File: src/rtl/mcdac_pkg.sv
package mcdac_pkg;
  localparam int FRAME_W = 32;
  localparam int ADDR_W  = 6;
  localparam int OP_W    = 3;
  localparam int PAD_W   = 7;
  localparam int FIELD_W = 16;

  typedef enum logic [OP_W-1:0] {
    OP_NOP   = 3'b000,
    OP_STAGE = 3'b001,
    OP_PUB   = 3'b010,
    OP_WTHRU = 3'b011,
    OP_READ  = 3'b100,
    OP_RSV5  = 3'b101,
    OP_RSV6  = 3'b110,
    OP_CLEAR = 3'b111
  } op_e;

  localparam logic [ADDR_W-1:0] ADR_OFFSET = 6'd32;
  localparam logic [ADDR_W-1:0] ADR_CFG    = 6'd33;
  localparam logic [ADDR_W-1:0] ADR_ALL    = 6'd63;

  function automatic op_e word_op(input logic [FRAME_W-1:0] w);
    return op_e'(w[FRAME_W-1 -: OP_W]);
  endfunction

  function automatic logic [ADDR_W-1:0] word_addr(input logic [FRAME_W-1:0] w);
    return w[FRAME_W-OP_W-1 -: ADDR_W];
  endfunction

  function automatic logic [FRAME_W-1:0] make_word(input op_e op,
                                                   input logic [ADDR_W-1:0] a,
                                                   input logic [FIELD_W-1:0] d);
    return {op, a, {PAD_W{1'b0}}, d};
  endfunction

  // Does address a select register slot idx (the offset slot if is_off)?
  function automatic logic addr_hits(input logic [ADDR_W-1:0] a, input int idx,
                                     input logic is_off);
    if (is_off) return a == ADR_OFFSET;
    return (a == ADR_ALL) || (a == ADDR_W'(idx));
  endfunction
endpackage

File: src/rtl/mcdac_serial.sv
module mcdac_serial #(
  parameter int FW = 32,
  parameter int CW = $clog2(FW + 2)
) (
  input  logic          clk,
  input  logic          rst_n,
  input  logic          sclk,
  input  logic          cs_n,
  input  logic          din,
  input  logic          hold,
  input  logic          ld_tx,
  input  logic [FW-1:0] tx_word,
  output logic          frm_valid,
  output logic [FW-1:0] frm_word,
  output logic          cs_rise,
  output logic [CW-1:0] bit_cnt,
  output logic          dout
);
  logic          sclk_d, cs_d, spoiled, sclk_rise;
  logic [FW-1:0] rx_sh, tx_sh;

  assign sclk_rise = sclk & ~sclk_d & ~cs_n;
  assign cs_rise   = cs_n & ~cs_d;
  assign frm_valid = cs_rise && !spoiled && !hold && (bit_cnt == CW'(FW));
  assign frm_word  = rx_sh;
  assign dout      = tx_sh[FW-1];

  always_ff @(posedge clk or negedge rst_n) begin
    if (!rst_n) begin
      sclk_d  <= 1'b0;
      cs_d    <= 1'b1;
      bit_cnt <= '0;
      rx_sh   <= '0;
      tx_sh   <= '0;
      spoiled <= 1'b0;
    end else begin
      sclk_d <= sclk;
      cs_d   <= cs_n;
      if (cs_n) bit_cnt <= '0;
      else if (sclk_rise && bit_cnt != CW'(FW + 1)) bit_cnt <= bit_cnt + 1'b1;
      if (sclk_rise) rx_sh <= {rx_sh[FW-2:0], din};
      if (hold) spoiled <= 1'b1;
      else if (cs_n) spoiled <= 1'b0;
      if (ld_tx) tx_sh <= tx_word;
      else if (sclk_rise) tx_sh <= {tx_sh[FW-2:0], 1'b0};
    end
  end
endmodule

File: src/rtl/mcdac_clrctl.sv
module mcdac_clrctl #(
  parameter int CLR_HOLD = 200,
  parameter int HW       = $clog2(CLR_HOLD + 1)
) (
  input  logic clk,
  input  logic rst_n,
  input  logic clr_n,
  input  logic sw_clr,
  output logic hw_clr,
  output logic busy
);
  logic [HW-1:0] hold_cnt;

  assign hw_clr = ~clr_n;
  assign busy   = hw_clr || (hold_cnt != '0);

  always_ff @(posedge clk or negedge rst_n) begin
    if (!rst_n) hold_cnt <= '0;
    else if (hw_clr || sw_clr) hold_cnt <= HW'(CLR_HOLD);
    else if (hold_cnt != '0) hold_cnt <= hold_cnt - 1'b1;
  end
endmodule

File: src/rtl/mcdac_regbank.sv
module mcdac_regbank
  import mcdac_pkg::*;
#(
  parameter int NCH = 32,
  parameter int DW  = 16
) (
  input  logic               clk,
  input  logic               rst_n,
  input  logic               cmd_valid,
  input  logic [FRAME_W-1:0] cmd_word,
  input  logic               ldac_req,
  input  logic               hw_clr,
  output logic [NCH*DW-1:0]  chan_dac,
  output logic [NCH*DW-1:0]  chan_inp,
  output logic [DW-1:0]      off_dac,
  output logic [FRAME_W-1:0] rd_word
);
  localparam int SLOTS = NCH + 1;

  op_e               op;
  logic [ADDR_W-1:0] addr;
  logic [DW-1:0]     data, cfg_q, rd_val;
  logic [FIELD_W-1:0] rd_wide;
  logic [SLOTS*DW-1:0] dac_all, inp_all;

  assign op   = word_op(cmd_word);
  assign addr = word_addr(cmd_word);
  assign data = cmd_word[DW-1:0];

  for (genvar g = 0; g < SLOTS; g++) begin : g_slot
    localparam logic IS_OFF = (g == NCH);
    logic          sel;
    logic [DW-1:0] inp_q, dac_q, inp_n, dac_n;

    assign sel = cmd_valid && addr_hits(addr, g, IS_OFF);

    always_comb begin
      inp_n = inp_q;
      dac_n = dac_q;
      if (!IS_OFF && ldac_req) dac_n = inp_q;
      if (sel) begin
        case (op)
          OP_STAGE: inp_n = data;
          OP_PUB:   dac_n = inp_q;
          OP_WTHRU: begin inp_n = data; dac_n = data; end
          OP_CLEAR: if (!IS_OFF) begin inp_n = '0; dac_n = '0; end
          default: ;
        endcase
      end
    end

    always_ff @(posedge clk or negedge rst_n) begin
      if (!rst_n) begin
        inp_q <= '0;
        dac_q <= '0;
      end else if (hw_clr) begin
        inp_q <= '0;
        dac_q <= '0;
      end else begin
        inp_q <= inp_n;
        dac_q <= dac_n;
      end
    end

    assign dac_all[g*DW +: DW] = dac_q;
    assign inp_all[g*DW +: DW] = inp_q;
  end

  assign chan_dac = dac_all[NCH*DW-1:0];
  assign chan_inp = inp_all[NCH*DW-1:0];
  assign off_dac  = dac_all[NCH*DW +: DW];

  always_ff @(posedge clk or negedge rst_n) begin
    if (!rst_n) cfg_q <= '0;
    else if (hw_clr) cfg_q <= '0;
    else if (cmd_valid && addr == ADR_CFG) begin
      if (op == OP_STAGE || op == OP_WTHRU) cfg_q <= data;
      else if (op == OP_CLEAR) cfg_q <= '0;
    end
  end

  always_comb begin
    rd_val = '0;
    if (int'(addr) < NCH) rd_val = dac_all[int'(addr)*DW +: DW];
    else if (addr == ADR_OFFSET) rd_val = off_dac;
    else if (addr == ADR_CFG) rd_val = cfg_q;
    rd_wide = '0;
    rd_wide[DW-1:0] = rd_val;
  end

  assign rd_word = make_word(op, addr, rd_wide);
endmodule

File: src/rtl/mcdac_ctrl.sv
module mcdac_ctrl
  import mcdac_pkg::*;
#(
  parameter int NCH      = 32,
  parameter int DW       = 16,
  parameter int CLR_HOLD = 200
) (
  input  logic              clk,
  input  logic              rst_n,
  input  logic              sclk,
  input  logic              cs_n,
  input  logic              din,
  input  logic              ldac_n,
  input  logic              clr_n,
  output logic              dout,
  output logic              busy,
  output logic [NCH*DW-1:0] dac_q,
  output logic [DW-1:0]     offset_q
);
  localparam int CNT_W = $clog2(FRAME_W + 2);

  logic               frm_valid, cs_rise, hw_clr, sw_clr, rd_load;
  logic [FRAME_W-1:0] frm_word, rd_word;
  logic [CNT_W-1:0]   bit_cnt;
  logic [NCH*DW-1:0]  inp_flat;
  op_e                frm_op;

  assign frm_op  = word_op(frm_word);
  assign sw_clr  = frm_valid && (frm_op == OP_CLEAR);
  assign rd_load = frm_valid && (frm_op == OP_READ);

  mcdac_serial #(.FW(FRAME_W), .CW(CNT_W)) u_serial (
    .clk(clk), .rst_n(rst_n), .sclk(sclk), .cs_n(cs_n), .din(din),
    .hold(busy), .ld_tx(rd_load), .tx_word(rd_word),
    .frm_valid(frm_valid), .frm_word(frm_word), .cs_rise(cs_rise),
    .bit_cnt(bit_cnt), .dout(dout)
  );

  mcdac_clrctl #(.CLR_HOLD(CLR_HOLD)) u_clr (
    .clk(clk), .rst_n(rst_n), .clr_n(clr_n), .sw_clr(sw_clr),
    .hw_clr(hw_clr), .busy(busy)
  );

  mcdac_regbank #(.NCH(NCH), .DW(DW)) u_bank (
    .clk(clk), .rst_n(rst_n), .cmd_valid(frm_valid), .cmd_word(frm_word),
    .ldac_req(~ldac_n), .hw_clr(hw_clr),
    .chan_dac(dac_q), .chan_inp(inp_flat), .off_dac(offset_q), .rd_word(rd_word)
  );
endmodule

File: config.mk
export PLATFORM = sky130hd
export DESIGN_NAME = mcdac_ctrl
export DESIGN_NICKNAME = d
export VERILOG_FILES = /design/src/rtl/mcdac_pkg.sv /design/src/rtl/mcdac_serial.sv /design/src/rtl/mcdac_clrctl.sv /design/src/rtl/mcdac_regbank.sv /design/src/rtl/mcdac_ctrl.sv
export SDC_FILE = /design/constraint.sdc
export NUM_CORES = 2
export LEC_CHECK = 0
export BUFFER_PORTS_ARGS = -buffer_cell sky130_fd_sc_hd__buf_2
export CORE_MARGIN = 10
export CORE_UTILIZATION = 35
export CTS_BUF_LIST = sky130_fd_sc_hd__clkbuf_4 sky130_fd_sc_hd__clkbuf_8
export CTS_CLUSTER_DIAMETER = 60
export DETAILED_ROUTE_END_ITERATION = 6
export PLACE_DENSITY = 0.62
export SYNTH_ARGS = -nofsm -noshare
export SYNTH_HDL_FRONTEND = slang
export SYNTH_SLANG_ARGS = --single-unit
File: constraint.sdc
create_clock -name clk -period 2.3 [get_ports clk]
set_clock_uncertainty 0.05 [all_clocks]
set_input_delay 0.115 -clock clk [delete_from_list [all_inputs] [get_ports clk]]
set_output_delay 0.115 -clock clk [all_outputs]
set_load 0.02 [all_outputs]
==> impl_metrics.yaml <==
setup_path:
  crit_path_start_kind: "flip-flop"
  crit_required_ns: 3.06
  critPathMaxStageDelay_ns: 0.39
  worstPathArrival_ns: 3.53
  cp_max_fo: 8
  critPathKind: "flip-flop to flip-flop"
  crit_chain: "inv_2 > ha_4 > and4bb_2 > and4_4 > buf_6 > buf_6 > buf_8 > buf_16 > buf_12 > buf_12 > nand3_4 > buf_6 > buf_16 > a211oi_2"
  cp_num_buf_inv: 9
  critical-path-top-delay-family: "buffers and inverters"
  slowest_stage: "dfrtp_1"
  end_kind: "flip-flop"
  path_common_cell: "buf_6"
timing:
  period_needed_ns: 2.771
  finalHoldViolCount: 0
  finalSetupViolCount: 1096
  slew_headroom_pct: 22.86
  tightest_slew_ns: 1.157
  slew_viol_final: 0
  rsz0062_at_grt: "yes"
  period_share_pct: 120.5
  clock.fmax_ghz: 0.3609
  worst_hold_slack_ns: 0.1270
  setup_ws_ns: -0.4706
synth:
  synthCells: 4618
  yosysTopAreaCell: "dfrtp_1"
  yosys_most_used_dff: "dfrtp_1"
  synth_mux_area_share_pct: 25.10
  ys_ff_latch: 1153
  yosysTopAreaCellShare_pct: 49.51
  synth_warnings: 0
  synth_fa_ha_area_share_pct: 0.08596
  synth_area_per_cell_um2: 12.61
  synth_cell_types: 71
  synth_top_family_by_area: "multiplexers"
  synth-edff-count: 0
  synth-seq-area-share_pct: 49.56
  syn_nets: 4629
  synthSimpleGateAreaFrac_pct: 3.585
  async_flop_share_pct: 100.0
  synth_xor_area_share_pct: 0.07522
  synth-compound-area-share_pct: 16.77
  synth_top_cells_by_area: "dfrtp_1, a211oi_1, mux2i_1"
  syn_area_um2: 58220
routing:
  wl_per_cell_um: 37.30
  via_per_inst: 6.461
  wl_met3_um: 36250
  drc_errors: 5
  top_layer: "met5"
  drt_iter0_drc: 5834
  drtPass1Iterations: 7
  vias: 50913
  drt-met1-wl_um: 103900
  met2_length_um: 124800
  wirelength_um: 293900
  ant_nets: 0
clock_tree:
  clockBufferDepth: 3
  tritoncts: "done"
  numClockSinks: 1153
  clkLatencyLatePin_ns: 0.99
  root_buffer: "clkbuf_8"
  cts.clk_slew.worst_paths_ns: 0.07
  htree_levels: 4
  cts_buffers: 194
floorplan:
  num_io_pins: 537
  dieArea_um2: 183100
  core_um2: 165200
  initial_utilization_pct: 35.25
  die_x_um: 427.9
  die_h_um: 427.9
  rows: 149
grt:
  grt.total_usage_pct: 29.29
  grt_overflow_total: 0
  antenna_found_initial: 18
  grt_max_degree: 152
  grt_pass1_wl_um: 391300
  grt_pass1_vias: 48965
pwr:
  power_w: 0.05365
  p_leak_nw: 37.48
  power_density_nw_per_um2: 654.1
  vdd_drop_max_v: 0.0005367
placement:
  io_buffers: 536
  place.gp.congestion: 0.9763
  dp_cells: 7264
  hpwl_um: 184100
status:
  outcome: "finished, violations left"
  violations: "design-rule violations, negative setup slack"
finish:
  stdcell_count: 7880
  areaGrowthSynthToFinish_pct: 40.87
  fillCellCount: 13893
  drive_above_1_share_pct: 55.85
  final_net_count: 5531
run:
  cap_violations: 0
min_path:
  hp-class: "input port to asynchronous set/reset pin"
final timing paths:
check / startpoint / to / slack [ns] / cells past startpoint
worst max-delay path: u_serial.bit_cnt[1] / u_bank.g_slot[12].dac_q[7] / -0.47 / 14
worst min-delay path: rst_n / u_bank.g_slot[0].inp_q[3] / 0.13 / 3
worst max register to register: u_serial.bit_cnt[1] / u_bank.g_slot[12].dac_q[7] / -0.47 / 14
worst min register to register: u_serial.tx_sh[24] / u_serial.tx_sh[24] / 0.43 / 2
max in group asynchronous: rst_n / u_serial.tx_sh[21] / 0.61 / 3
min in group clk: ldac_n / u_bank.g_slot[27].dac_q[3] / 0.24 / 4
cells in the final DEF, fill, tap and decap left out, types with 23 or more instances in the layout:
master / count
dfrtp_1: 1146
a211oi_2: 578
mux2i_1: 556
buf_2: 533
a211oi_1: 339
buf_4: 303
clkbuf_8: 263
mux2_2: 255
mux2_4: 250
buf_12: 215
a211oi_4: 121
mux4_2: 116
buf_6: 80
nand2_1: 76
clkbuf_4: 60
buf_16: 59
a21oi_1: 55
clkbuf_16: 44
nand3_1: 42
nor2_1: 37
o2bb2ai_1: 33
and2_2: 32
a22oi_1: 27
nand3_4: 25
or2_4: 24
a22o_1: 23
a21oi_2: 23
o21ai_0: 23
what timing repair did:
item,in CTS,in global routing
gates resized for setup,532,804
hold buffers,10,0
cloned,65,51
setup endpoints to repair,1035,1094
pin swaps,125,163
buffers inserted,97,43
hold endpoints to repair,1572,0
synthesized netlist by cell type, drive strengths merged (3+ instances only):
cell type / count
nor4: 25
a211oi: 1038
a21oi: 90
nand4: 14
clkbuf: 340
ha: 4
or2: 27
o21ai: 41
and2: 38
a22o: 29
o22ai: 17
a22oi: 38
nor2: 38
a21o: 3
or4: 5
a2111oi: 5
a221o: 9
nor4b: 3
inv: 21
nor2b: 24
o2bb2ai: 48
nand2: 80
mux4: 116
mux2i: 556
nor3: 9
nand2b: 10
mux2: 505
nand3: 68
buf: 218
and3: 9
dfrtp: 1152
xnor2: 3
or3: 9
through the flow:
| step | utilization, % | setup slack (ns) | setup TNS [ns] | area, um2 |
|---|---|---|---|---|
| after floorplan | - | 0.003788 | 0 | 58250 |
| after global placement | 40.57 | -0.3308 | -93.51 | 67010 |
| after detailed placement | 40.57 | -0.3686 | -87.05 | 67010 |
| after CTS | 46.26 | -0.4134 | -178.13 | 76420 |
| after global routing | 49.65 | -0.5271 | -328.56 | 82000 |
| final | 49.65 | -0.4706 | -260.67 | 82020 |
worst reg2reg max path, delay by kind of cell, from the launching register on:
| family | cells | cell delay (ns) |
|---|---|---|
| buf+inv | 9 | 1.15 |
| fa+ha+maj | 1 | 0.13 |
| compound gates | 1 | 0.23 |
| flops | 1 | 0.39 |
| simple gates | 3 | 0.69 |
kinds of logic after synthesis:
| family | Yosys count |
|---|---|
| buf+inv | 579 |
| simple gates | 376 |
| flops | 1153 |
| mux | 1177 |
| fa+ha+maj | 4 |
| compound gates | 1324 |
| xor+xnor | 5 |
cell type report:
type	count	area [um2]	area share, %
flip-flops and latches	1153	28870	35.20
clock inverters	36	362.8	0.4424
repair buffers	1264	13340	16.26
clock buffers	323	4070	4.963
well taps	2189	2739	3.339
diodes	8	20.02	0.02441
inverters	21	86.33	0.1053
multi-input cells	2886	32540	39.67
power breakdown:
| part | total [W] | internal (W) | switching, W |
|---|---|---|---|
| clock | 0.0210 | 0.0116 | 0.00935 |
| combinational | 0.00829 | 0.00363 | 0.00465 |
| sequential | 0.0244 | 0.0221 | 0.00228 |
sequential cells by signal (all words and copies together), names as in the netlist:
register             count
u_serial.cs_d            1
u_serial.sclk_d          1
u_serial.spoiled         1
u_serial.frm_word       32
u_bank.off_dac          16
u_serial.tx_sh          32
u_clr.hold_cnt           8
u_bank.cfg_q            16
u_bank.g_slot.inp_q    528
u_bank.g_slot.dac_q    512
u_serial.bit_cnt         6
per-layer routing:
metal  vias to the layer above  global-route usage (%)
li1                      19668                       -
met1                     26533                   35.22
met2                      3631                   42.85
met3                      1073                   10.36
met4                         8                   22.16
met5                         -                       0
No activity file was read; power rests on OpenSTA's default activity.
